## src/rtl/dm_pkg.sv

```systemverilog
package dm_pkg;

  localparam int NREG  = 11;
  localparam int REG_W = 16;

  localparam int RI_ID     = 0;
  localparam int RI_XRES   = 1;
  localparam int RI_YRES   = 2;
  localparam int RI_BPP    = 3;
  localparam int RI_ENABLE = 4;
  localparam int RI_BANK   = 5;
  localparam int RI_VWIDTH = 6;
  localparam int RI_VHEIGHT= 7;
  localparam int RI_XOFF   = 8;
  localparam int RI_YOFF   = 9;
  localparam int RI_VMEM   = 10;

  localparam logic [15:0] IO_INDEX_PORT = 16'h01CE;
  localparam logic [15:0] IO_DATA_PORT  = 16'h01CF;
  localparam logic [15:0] WIN_BASE      = 16'h0500;
  localparam logic [15:0] EXT_SIZE_ADDR = 16'h0600;
  localparam logic [15:0] ENDIAN_ADDR   = 16'h0604;

  localparam logic [REG_W-1:0] FLAG_MASK = 16'h00E3;
  localparam int FLAG_ON   = 0;
  localparam int FLAG_CAPS = 1;

  localparam logic [31:0] ORDER_BIG    = 32'hBEBEBEBE;
  localparam logic [31:0] ORDER_LITTLE = 32'h1E1E1E1E;

  typedef enum logic [2:0] {
    TGT_NONE,
    TGT_INDEX,
    TGT_REG,
    TGT_EXTSZ,
    TGT_ORDER
  } tgt_e;

  typedef struct packed {
    logic [REG_W-1:0] xres;
    logic [REG_W-1:0] yres;
    logic [REG_W-1:0] bpp;
    logic [7:0]       flags;
    logic [REG_W-1:0] bank;
    logic [REG_W-1:0] vwidth;
    logic [REG_W-1:0] vheight;
    logic [REG_W-1:0] xoff;
    logic [REG_W-1:0] yoff;
  } mode_t;

  typedef logic [NREG-1:0][REG_W-1:0] regset_t;

  function automatic logic reg_writable(input int n);
    return (n >= RI_XRES) && (n <= RI_YOFF);
  endfunction

  function automatic logic [REG_W-1:0] field_mask(input int n);
    return (n == RI_ENABLE) ? FLAG_MASK : {REG_W{1'b1}};
  endfunction

  function automatic logic [15:0] window_slot(input logic [15:0] addr);
    logic [15:0] rel;
    rel = addr - WIN_BASE;
    return {1'b0, rel[15:1]};
  endfunction

  function automatic mode_t pack_mode(input regset_t s);
    mode_t m;
    m.xres    = s[RI_XRES];
    m.yres    = s[RI_YRES];
    m.bpp     = s[RI_BPP];
    m.flags   = s[RI_ENABLE][7:0];
    m.bank    = s[RI_BANK];
    m.vwidth  = s[RI_VWIDTH];
    m.vheight = s[RI_VHEIGHT];
    m.xoff    = s[RI_XOFF];
    m.yoff    = s[RI_YOFF];
    return m;
  endfunction

endpackage

```

## src/rtl/dm_decode.sv

```systemverilog
module dm_decode
  import dm_pkg::*;
#(
  parameter int WIN_SLOTS = 16
) (
  input  logic        acc_mmio,
  input  logic [15:0] acc_addr,
  input  logic [15:0] index_q,
  output tgt_e        tgt,
  output logic [15:0] reg_num
);

  localparam logic [15:0] WIN_END = WIN_BASE + 16'(2 * WIN_SLOTS);

  always_comb begin
    tgt     = TGT_NONE;
    reg_num = '0;
    if (!acc_mmio) begin
      if (acc_addr == IO_INDEX_PORT) begin
        tgt = TGT_INDEX;
      end else if (acc_addr == IO_DATA_PORT) begin
        tgt     = TGT_REG;
        reg_num = index_q;
      end
    end else begin
      if (acc_addr >= WIN_BASE && acc_addr < WIN_END && !acc_addr[0]) begin
        tgt     = TGT_REG;
        reg_num = window_slot(acc_addr);
      end else if (acc_addr == EXT_SIZE_ADDR) begin
        tgt = TGT_EXTSZ;
      end else if (acc_addr == ENDIAN_ADDR) begin
        tgt = TGT_ORDER;
      end
    end
  end

endmodule

```

## src/rtl/dm_regstore.sv

```systemverilog
module dm_regstore
  import dm_pkg::*;
(
  input  logic        clk,
  input  logic        rst_n,
  input  logic        acc_valid,
  input  logic        acc_write,
  input  logic [31:0] acc_wdata,
  input  tgt_e        tgt,
  input  logic [15:0] reg_num,
  output logic [15:0] index_q,
  output regset_t     shadow_q,
  output logic [31:0] order_q,
  output mode_t       live_q,
  output logic        idx_wr_evt,
  output logic        reg_wr_evt,
  output logic        commit_evt,
  output logic        order_wr_evt
);

  logic    wr;
  logic    in_range;
  logic    live_upd;
  regset_t shadow_nx;

  assign wr         = acc_valid && acc_write;
  assign in_range   = reg_num < 16'(NREG);
  assign idx_wr_evt = wr && (tgt == TGT_INDEX);
  assign reg_wr_evt = wr && (tgt == TGT_REG) && in_range && reg_writable(int'(reg_num));
  assign commit_evt = reg_wr_evt && (reg_num == 16'(RI_ENABLE));
  assign order_wr_evt = wr && (tgt == TGT_ORDER) &&
                        (acc_wdata == ORDER_BIG || acc_wdata == ORDER_LITTLE);

  for (genvar g = 0; g < NREG; g++) begin : g_reg
    if (reg_writable(g)) begin : g_store
      assign shadow_nx[g] = (reg_wr_evt && reg_num == 16'(g))
                          ? (acc_wdata[REG_W-1:0] & field_mask(g))
                          : shadow_q[g];
      always_ff @(posedge clk) begin
        if (!rst_n) shadow_q[g] <= '0;
        else        shadow_q[g] <= shadow_nx[g];
      end
    end else begin : g_const
      assign shadow_nx[g] = '0;
      assign shadow_q[g]  = '0;
    end
  end

  assign live_upd = commit_evt || !live_q.flags[FLAG_ON];

  always_ff @(posedge clk) begin
    if (!rst_n) begin
      index_q <= '0;
      order_q <= ORDER_LITTLE;
      live_q  <= '0;
    end else begin
      if (idx_wr_evt)   index_q <= acc_wdata[15:0];
      if (order_wr_evt) order_q <= acc_wdata;
      if (live_upd)     live_q  <= pack_mode(shadow_nx);
    end
  end

endmodule

```

## src/rtl/dm_readmux.sv

```systemverilog
module dm_readmux
  import dm_pkg::*;
#(
  parameter logic [15:0] ID_VALUE = 16'hB0C5,
  parameter logic [15:0] VMEM_64K = 16'h0100,
  parameter logic [15:0] MAX_X    = 16'd2560,
  parameter logic [15:0] MAX_Y    = 16'd1600,
  parameter logic [15:0] MAX_BPP  = 16'd32,
  parameter logic [31:0] EXT_SIZE = 32'd8
) (
  input  logic        clk,
  input  logic        rst_n,
  input  logic        acc_valid,
  input  logic        acc_write,
  input  tgt_e        tgt,
  input  logic [15:0] reg_num,
  input  logic [15:0] index_q,
  input  regset_t     shadow_q,
  input  logic [31:0] order_q,
  output logic        rd_valid,
  output logic [31:0] rd_data,
  output logic        unimpl_rd_evt
);

  logic        rd_evt;
  logic        caps;
  logic        in_range;
  logic [31:0] rd_val;

  assign rd_evt   = acc_valid && !acc_write;
  assign caps     = shadow_q[RI_ENABLE][FLAG_CAPS];
  assign in_range = reg_num < 16'(NREG);
  assign unimpl_rd_evt = rd_evt && ((tgt == TGT_NONE) || (tgt == TGT_REG && !in_range));

  function automatic logic [15:0] reg_value(input logic [15:0] n, input regset_t s,
                                            input logic cap_on);
    logic [15:0] v;
    case (int'(n))
      RI_ID:   v = ID_VALUE;
      RI_VMEM: v = VMEM_64K;
      RI_XRES: v = cap_on ? MAX_X   : s[RI_XRES];
      RI_YRES: v = cap_on ? MAX_Y   : s[RI_YRES];
      RI_BPP:  v = cap_on ? MAX_BPP : s[RI_BPP];
      default: v = (n < 16'(NREG)) ? s[n[3:0]] : 16'h0000;
    endcase
    return v;
  endfunction

  always_comb begin
    case (tgt)
      TGT_INDEX: rd_val = {16'h0000, index_q};
      TGT_REG:   rd_val = {16'h0000, reg_value(reg_num, shadow_q, caps)};
      TGT_EXTSZ: rd_val = EXT_SIZE;
      TGT_ORDER: rd_val = order_q;
      default:   rd_val = '0;
    endcase
  end

  always_ff @(posedge clk) begin
    if (!rst_n) begin
      rd_valid <= 1'b0;
      rd_data  <= '0;
    end else begin
      rd_valid <= rd_evt;
      if (rd_evt) rd_data <= rd_val;
    end
  end

endmodule

```

## src/rtl/dispmode_regs.sv

```systemverilog
module dispmode_regs
  import dm_pkg::*;
#(
  parameter logic [15:0] ID_VALUE  = 16'hB0C5,
  parameter logic [15:0] VMEM_64K  = 16'h0100,
  parameter logic [15:0] MAX_X     = 16'd2560,
  parameter logic [15:0] MAX_Y     = 16'd1600,
  parameter logic [15:0] MAX_BPP   = 16'd32,
  parameter logic [31:0] EXT_SIZE  = 32'd8,
  parameter int          WIN_SLOTS = 16
) (
  input  logic        clk,
  input  logic        rst_n,
  input  logic        acc_valid,
  input  logic        acc_write,
  input  logic        acc_mmio,
  input  logic [15:0] acc_addr,
  input  logic [31:0] acc_wdata,
  output logic        rd_valid,
  output logic [31:0] rd_data,
  output logic [15:0] out_xres,
  output logic [15:0] out_yres,
  output logic [15:0] out_bpp,
  output logic [7:0]  out_flags,
  output logic [15:0] out_bank,
  output logic [15:0] out_vwidth,
  output logic [15:0] out_vheight,
  output logic [15:0] out_xoff,
  output logic [15:0] out_yoff,
  output logic        out_big_endian
);

  tgt_e        tgt;
  logic [15:0] reg_num;
  logic [15:0] index_q;
  regset_t     shadow_q;
  logic [31:0] order_q;
  mode_t       live_q;
  logic        idx_wr_evt;
  logic        reg_wr_evt;
  logic        commit_evt;
  logic        order_wr_evt;
  logic        unimpl_rd_evt;

  dm_decode #(.WIN_SLOTS(WIN_SLOTS)) u_dec (
    .acc_mmio (acc_mmio),
    .acc_addr (acc_addr),
    .index_q  (index_q),
    .tgt      (tgt),
    .reg_num  (reg_num)
  );

  dm_regstore u_store (
    .clk          (clk),
    .rst_n        (rst_n),
    .acc_valid    (acc_valid),
    .acc_write    (acc_write),
    .acc_wdata    (acc_wdata),
    .tgt          (tgt),
    .reg_num      (reg_num),
    .index_q      (index_q),
    .shadow_q     (shadow_q),
    .order_q      (order_q),
    .live_q       (live_q),
    .idx_wr_evt   (idx_wr_evt),
    .reg_wr_evt   (reg_wr_evt),
    .commit_evt   (commit_evt),
    .order_wr_evt (order_wr_evt)
  );

  dm_readmux #(
    .ID_VALUE (ID_VALUE),
    .VMEM_64K (VMEM_64K),
    .MAX_X    (MAX_X),
    .MAX_Y    (MAX_Y),
    .MAX_BPP  (MAX_BPP),
    .EXT_SIZE (EXT_SIZE)
  ) u_rd (
    .clk           (clk),
    .rst_n         (rst_n),
    .acc_valid     (acc_valid),
    .acc_write     (acc_write),
    .tgt           (tgt),
    .reg_num       (reg_num),
    .index_q       (index_q),
    .shadow_q      (shadow_q),
    .order_q       (order_q),
    .rd_valid      (rd_valid),
    .rd_data       (rd_data),
    .unimpl_rd_evt (unimpl_rd_evt)
  );

  assign out_xres       = live_q.xres;
  assign out_yres       = live_q.yres;
  assign out_bpp        = live_q.bpp;
  assign out_flags      = live_q.flags;
  assign out_bank       = live_q.bank;
  assign out_vwidth     = live_q.vwidth;
  assign out_vheight    = live_q.vheight;
  assign out_xoff       = live_q.xoff;
  assign out_yoff       = live_q.yoff;
  assign out_big_endian = (order_q == ORDER_BIG);

endmodule

```

## config.mk

```make
export PLATFORM = sky130hd
export DESIGN_NAME = dispmode_regs
export DESIGN_NICKNAME = d
export VERILOG_FILES = /design/src/rtl/dm_pkg.sv /design/src/rtl/dm_decode.sv /design/src/rtl/dm_regstore.sv /design/src/rtl/dm_readmux.sv /design/src/rtl/dispmode_regs.sv
export SDC_FILE = /design/constraint.sdc
export NUM_CORES = 1
export LEC_CHECK = 0
export BUFFER_PORTS_ARGS = -buffer_cell sky130_fd_sc_hd__buf_2
export CAP_MARGIN = 10
export CELL_PAD_IN_SITES_DETAIL_PLACEMENT = 2
export CELL_PAD_IN_SITES_GLOBAL_PLACEMENT = 2
export CORE_ASPECT_RATIO = 0.8
export CORE_MARGIN = 5
export CORE_UTILIZATION = 31
export DETAILED_ROUTE_END_ITERATION = 10
export HOLD_SLACK_MARGIN = 0.15
export PLACE_DENSITY = 0.87
export SYNTH_ARGS = -nofsm -noshare
export SYNTH_HDL_FRONTEND = slang
export SYNTH_SLANG_ARGS = --single-unit
```

## constraint.sdc

```tcl
create_clock -name clk -period 3.52 [get_ports clk]
set_input_delay 0.704 -clock clk [delete_from_list [all_inputs] [get_ports clk]]
set_output_delay 0.704 -clock clk [all_outputs]
set_load 0.03 [all_outputs]
```

==> impl_metrics.py <==
metrics = {
    "cts": {
        "clk_latency_ns": 0.56,
        "root_buffer": "clkbuf_16",
        "clk_path_buf_depth": 3,
        "cts_setup_buffers": 0,
        "htree_levels": 2,
        "cts_inserted_buffers": 38,
        "cts.reportedPaths.clkPinSlew_ns": 0.06,
        "hold_buffers": 0,
        "cts_tree": "yes",
        "cts.sinks": 353,
    },
    "synth": {
        "synth_area_leaders": "dfxtp_1 49%, mux2i_1 10%, a21oi_1 7.2%, o21ai_0 5.5%, nor2_1 4.5%",
        "syn_avg_cell_area_um2": 8.94,
        "syn-cell-area_um2": 14500,
        "yosys_register_bits": 353,
        "synth_edf_count": 0,
        "syn-num-nets": 1683,
        "yosysMostFrequentCell": "dfxtp_1",
        "synth_top_area_share_pct": 48.6,
        "synth_cell_type_count": 78,
        "ys_seq_area_share_pct": 48.6,
        "async_flop_share_pct": 0,
        "yosysWarnings": 0,
        "synthFlopType": "dfxtp_1",
        "synth_commonest_cells": "353 x dfxtp_1, 210 x a21oi_1, 174 x nor2_1",
        "syn_inst": 1627,
        "synth_top_cell_by_area": "dfxtp_1",
    },
    "routing": {
        "vias": 14800,
        "dr_wl_met3_um": 4870,
        "drcViolationCount": 0,
        "highest_layer": "met5",
        "via_per_inst": 5.63,
        "routed_wl_um": 71800,
        "drt_pre_antenna_iters": 5,
        "first_iter_violations": 1154,
        "wl_per_cell_um": 27.4,
        "m1WireLength_um": 31600,
        "met2_wirelength_um": 33300,
        "ant_nets": 0,
    },
    "grt": {
        "grt_max_degree": 89,
        "grt_pass1_vias": 15900,
        "grt_overflow": 0,
        "antenna_found_initial": 4,
        "grt_use_total_pct": 26.7,
        "grt_pass1_wl_um": 105000,
    },
    "sta": {
        "worst_slew_pin_slew_ns": 0.777,
        "fin_setup_tns_ns": 0,
        "drv_slew": 0,
        "slew-limit-headroom_pct": 48.1,
        "setup_violations": 0,
        "min_period_ns": 3.43,
        "hold_violations": 0,
        "rsz0062_at_grt": "false",
        "fmax_mhz": 291,
        "fin_crit_sh_pct": 97.6,
        "holdWs_ns": 0.459,
        "finClkSkew_ns": 0.0208,
    },
    "worst_setup_path": {
        "slowest_stage": "or4_1",
        "cp-end-kind": "flip-flop",
        "start_kind": "input pin",
        "reg2reg_depth": 10,
        "r2r_end": "u_store.live_q[13]",
        "crit_arrival_ns": 3.87,
        "rrSetupSlack_ns": 0.17,
        "worstPathCellList": "buf_2 -> or4_1 -> buf_4 -> or4_1 -> buf_4 -> buf_4 -> nand2_1 -> o2111ai_1 -> nand2b_1 -> buf_12 -> mux2i_1 -> buf_4 -> nor2_1",
        "cpPeakStageDelay_ns": 0.67,
        "r2r-start": "u_store.index_q[11]",
        "required_ns": 3.96,
        "path_class": "in -> reg",
        "crit_top_cell": "buf_4",
        "path_max_fanout": 10,
    },
    "placed_design": {
        "gp_congestion": 0.967,
        "placed_cell_area_um2": 17800,
        "numPortBuffers": 222,
        "place_inst": 2554,
        "dp_hpwl_um": 53000,
    },
    "die": {
        "initial_core_util_pct": 31.1,
        "core_um2": 46700,
        "row_count": 71,
        "boundaryPins": 223,
        "die_w_um": 252,
        "dieArea_um2": 51400,
        "die_h_um": 204,
    },
    "final_layout": {
        "final_area_um2": 19100,
        "fin_nets": 2030,
        "multi_input_area_um2": 6870,
        "fill_cells": 5192,
        "n_antenna_cell": 0,
        "area_growth_pct": 31.6,
        "stdcell_count": 2620,
        "drive_gt1_share_pct": 27.0,
        "seq_area_um2": 7070,
    },
    "min_path": {
        "min_path_cells": 2,
        "min_from": "u_rd.rd_data[25]",
        "min_path_type": "reg -> reg",
        "hold_end": "u_rd.rd_data[25]",
    },
    "power": {
        "p_per_area_nw_per_um2": 451,
        "peakVddDrop_uv": 317,
        "leakage_nw": 8.46,
    },
    "flow_run": {
        "cap_violations": 0,
    },
    "outcome": {
        "outcome": "finished, final reports clean",
    },
}
cells by family (layout without fill, tap and decap cells):
logic type	Yosys count	count (layout)	synth area share (%)
DFF	353	353	48.6
adders and majority gates	3	3	0.258
buffers and inverters	146	519	4.44
and+or+nand+nor	460	460	15.3
muxes	158	158	10.9
AOI/OAI and AO/OA	507	507	20.4
sequential cells by signal (all words and copies together), names as in the netlist:
signal            flops
u_store.live_q      136
u_store.index_q      16
u_rd.rd_valid         1
u_store.shadow_q    136
u_store.order_q      32
u_rd.rd_data         32
area by class of cell:
| class | instances | share of cell area, % |
|---|---|---|
| clock inverter | 12 | 0.948 |
| tap | 620 | 4.05 |
| multi-input combinational | 1128 | 35.9 |
| inverter | 6 | 0.131 |
| timing repair buffer | 447 | 16.2 |
| clock buffer | 54 | 5.86 |
| sequential | 353 | 36.9 |
worst max-delay path: cells and delay by family:
kind                   cells  cell delay, ns
and+or+nand+nor            5            1.78
buffers and inverters      6            1.03
AOI/OAI and AO/OA          1            0.23
muxes                      1            0.12
through the flow:
stage	setup WS, ns	util (%)	power, mW
5_1_grt	0.0102	41.0	8.86
3_3_place_gp	-0.460	38.1	4.42
4_1_cts	0.0637	40.9	8.67
6_report	0.0860	41.0	8.62
3_5_place_dp	-0.458	38.1	4.43
2_1_floorplan	0.0648	-	4.25
cell usage in the layout, fill, tap and decap left out, types with 9 or more instances in the layout:
cell | synthesis | layout
and3_1 | 10 | 10
a21o_1 | 13 | 13
buf_4 | 5 | 202
o21ai_0 | 161 | 161
a211oi_1 | 13 | 12
clkbuf_8 | 0 | 9
mux2i_1 | 150 | 149
o211ai_1 | 13 | 13
nand3_1 | 28 | 28
and2_1 | 20 | 20
dfxtp_1 | 353 | 353
nand2b_1 | 23 | 23
nand4_1 | 13 | 13
nand2_1 | 118 | 117
buf_12 | 0 | 24
nor4_1 | 10 | 9
clkbuf_16 | 0 | 39
nor2_1 | 174 | 174
nor3_1 | 12 | 12
a21oi_1 | 210 | 210
a221o_1 | 11 | 11
buf_2 | 44 | 221
routing by layer:
layer  track usage, %  up-vias
met5                0        -
met4             7.31        2
met3             4.62      115
met2             44.3      539
met1             36.2     7591
li1                 -     6504
how the worst max path moves through the flow:
stage	slack, ns	cells after the start	end	from
final	0.09	13	u_store.shadow_q[128]	acc_addr[12]
after detailed placement	-0.46	11	u_store.live_q[11]	acc_addr[12]
after CTS	0.06	11	u_store.live_q[6]	acc_addr[12]
after global routing	0.01	13	u_store.shadow_q[157]	acc_addr[12]
after floorplan	0.06	10	u_store.live_q[100]	acc_addr[12]
after global placement	-0.46	11	u_store.live_q[6]	acc_addr[12]
what timing repair did:
| item | in CTS | in global routing |
|---|---|---|
| setup endpoints to repair | 1 | 6 |
| resized for setup | 1 | 3 |
| gates cloned | 0 | 0 |
where the power goes:
group	internal [mW]	leakage, nW	switching [mW]
clock network	2.52	0.643	1.74
logic	0.0972	4.97	0.264
registers	4.00	2.84	0.00287
total	6.62	8.46	2.01
No activity file was read; power rests on OpenSTA's default activity.
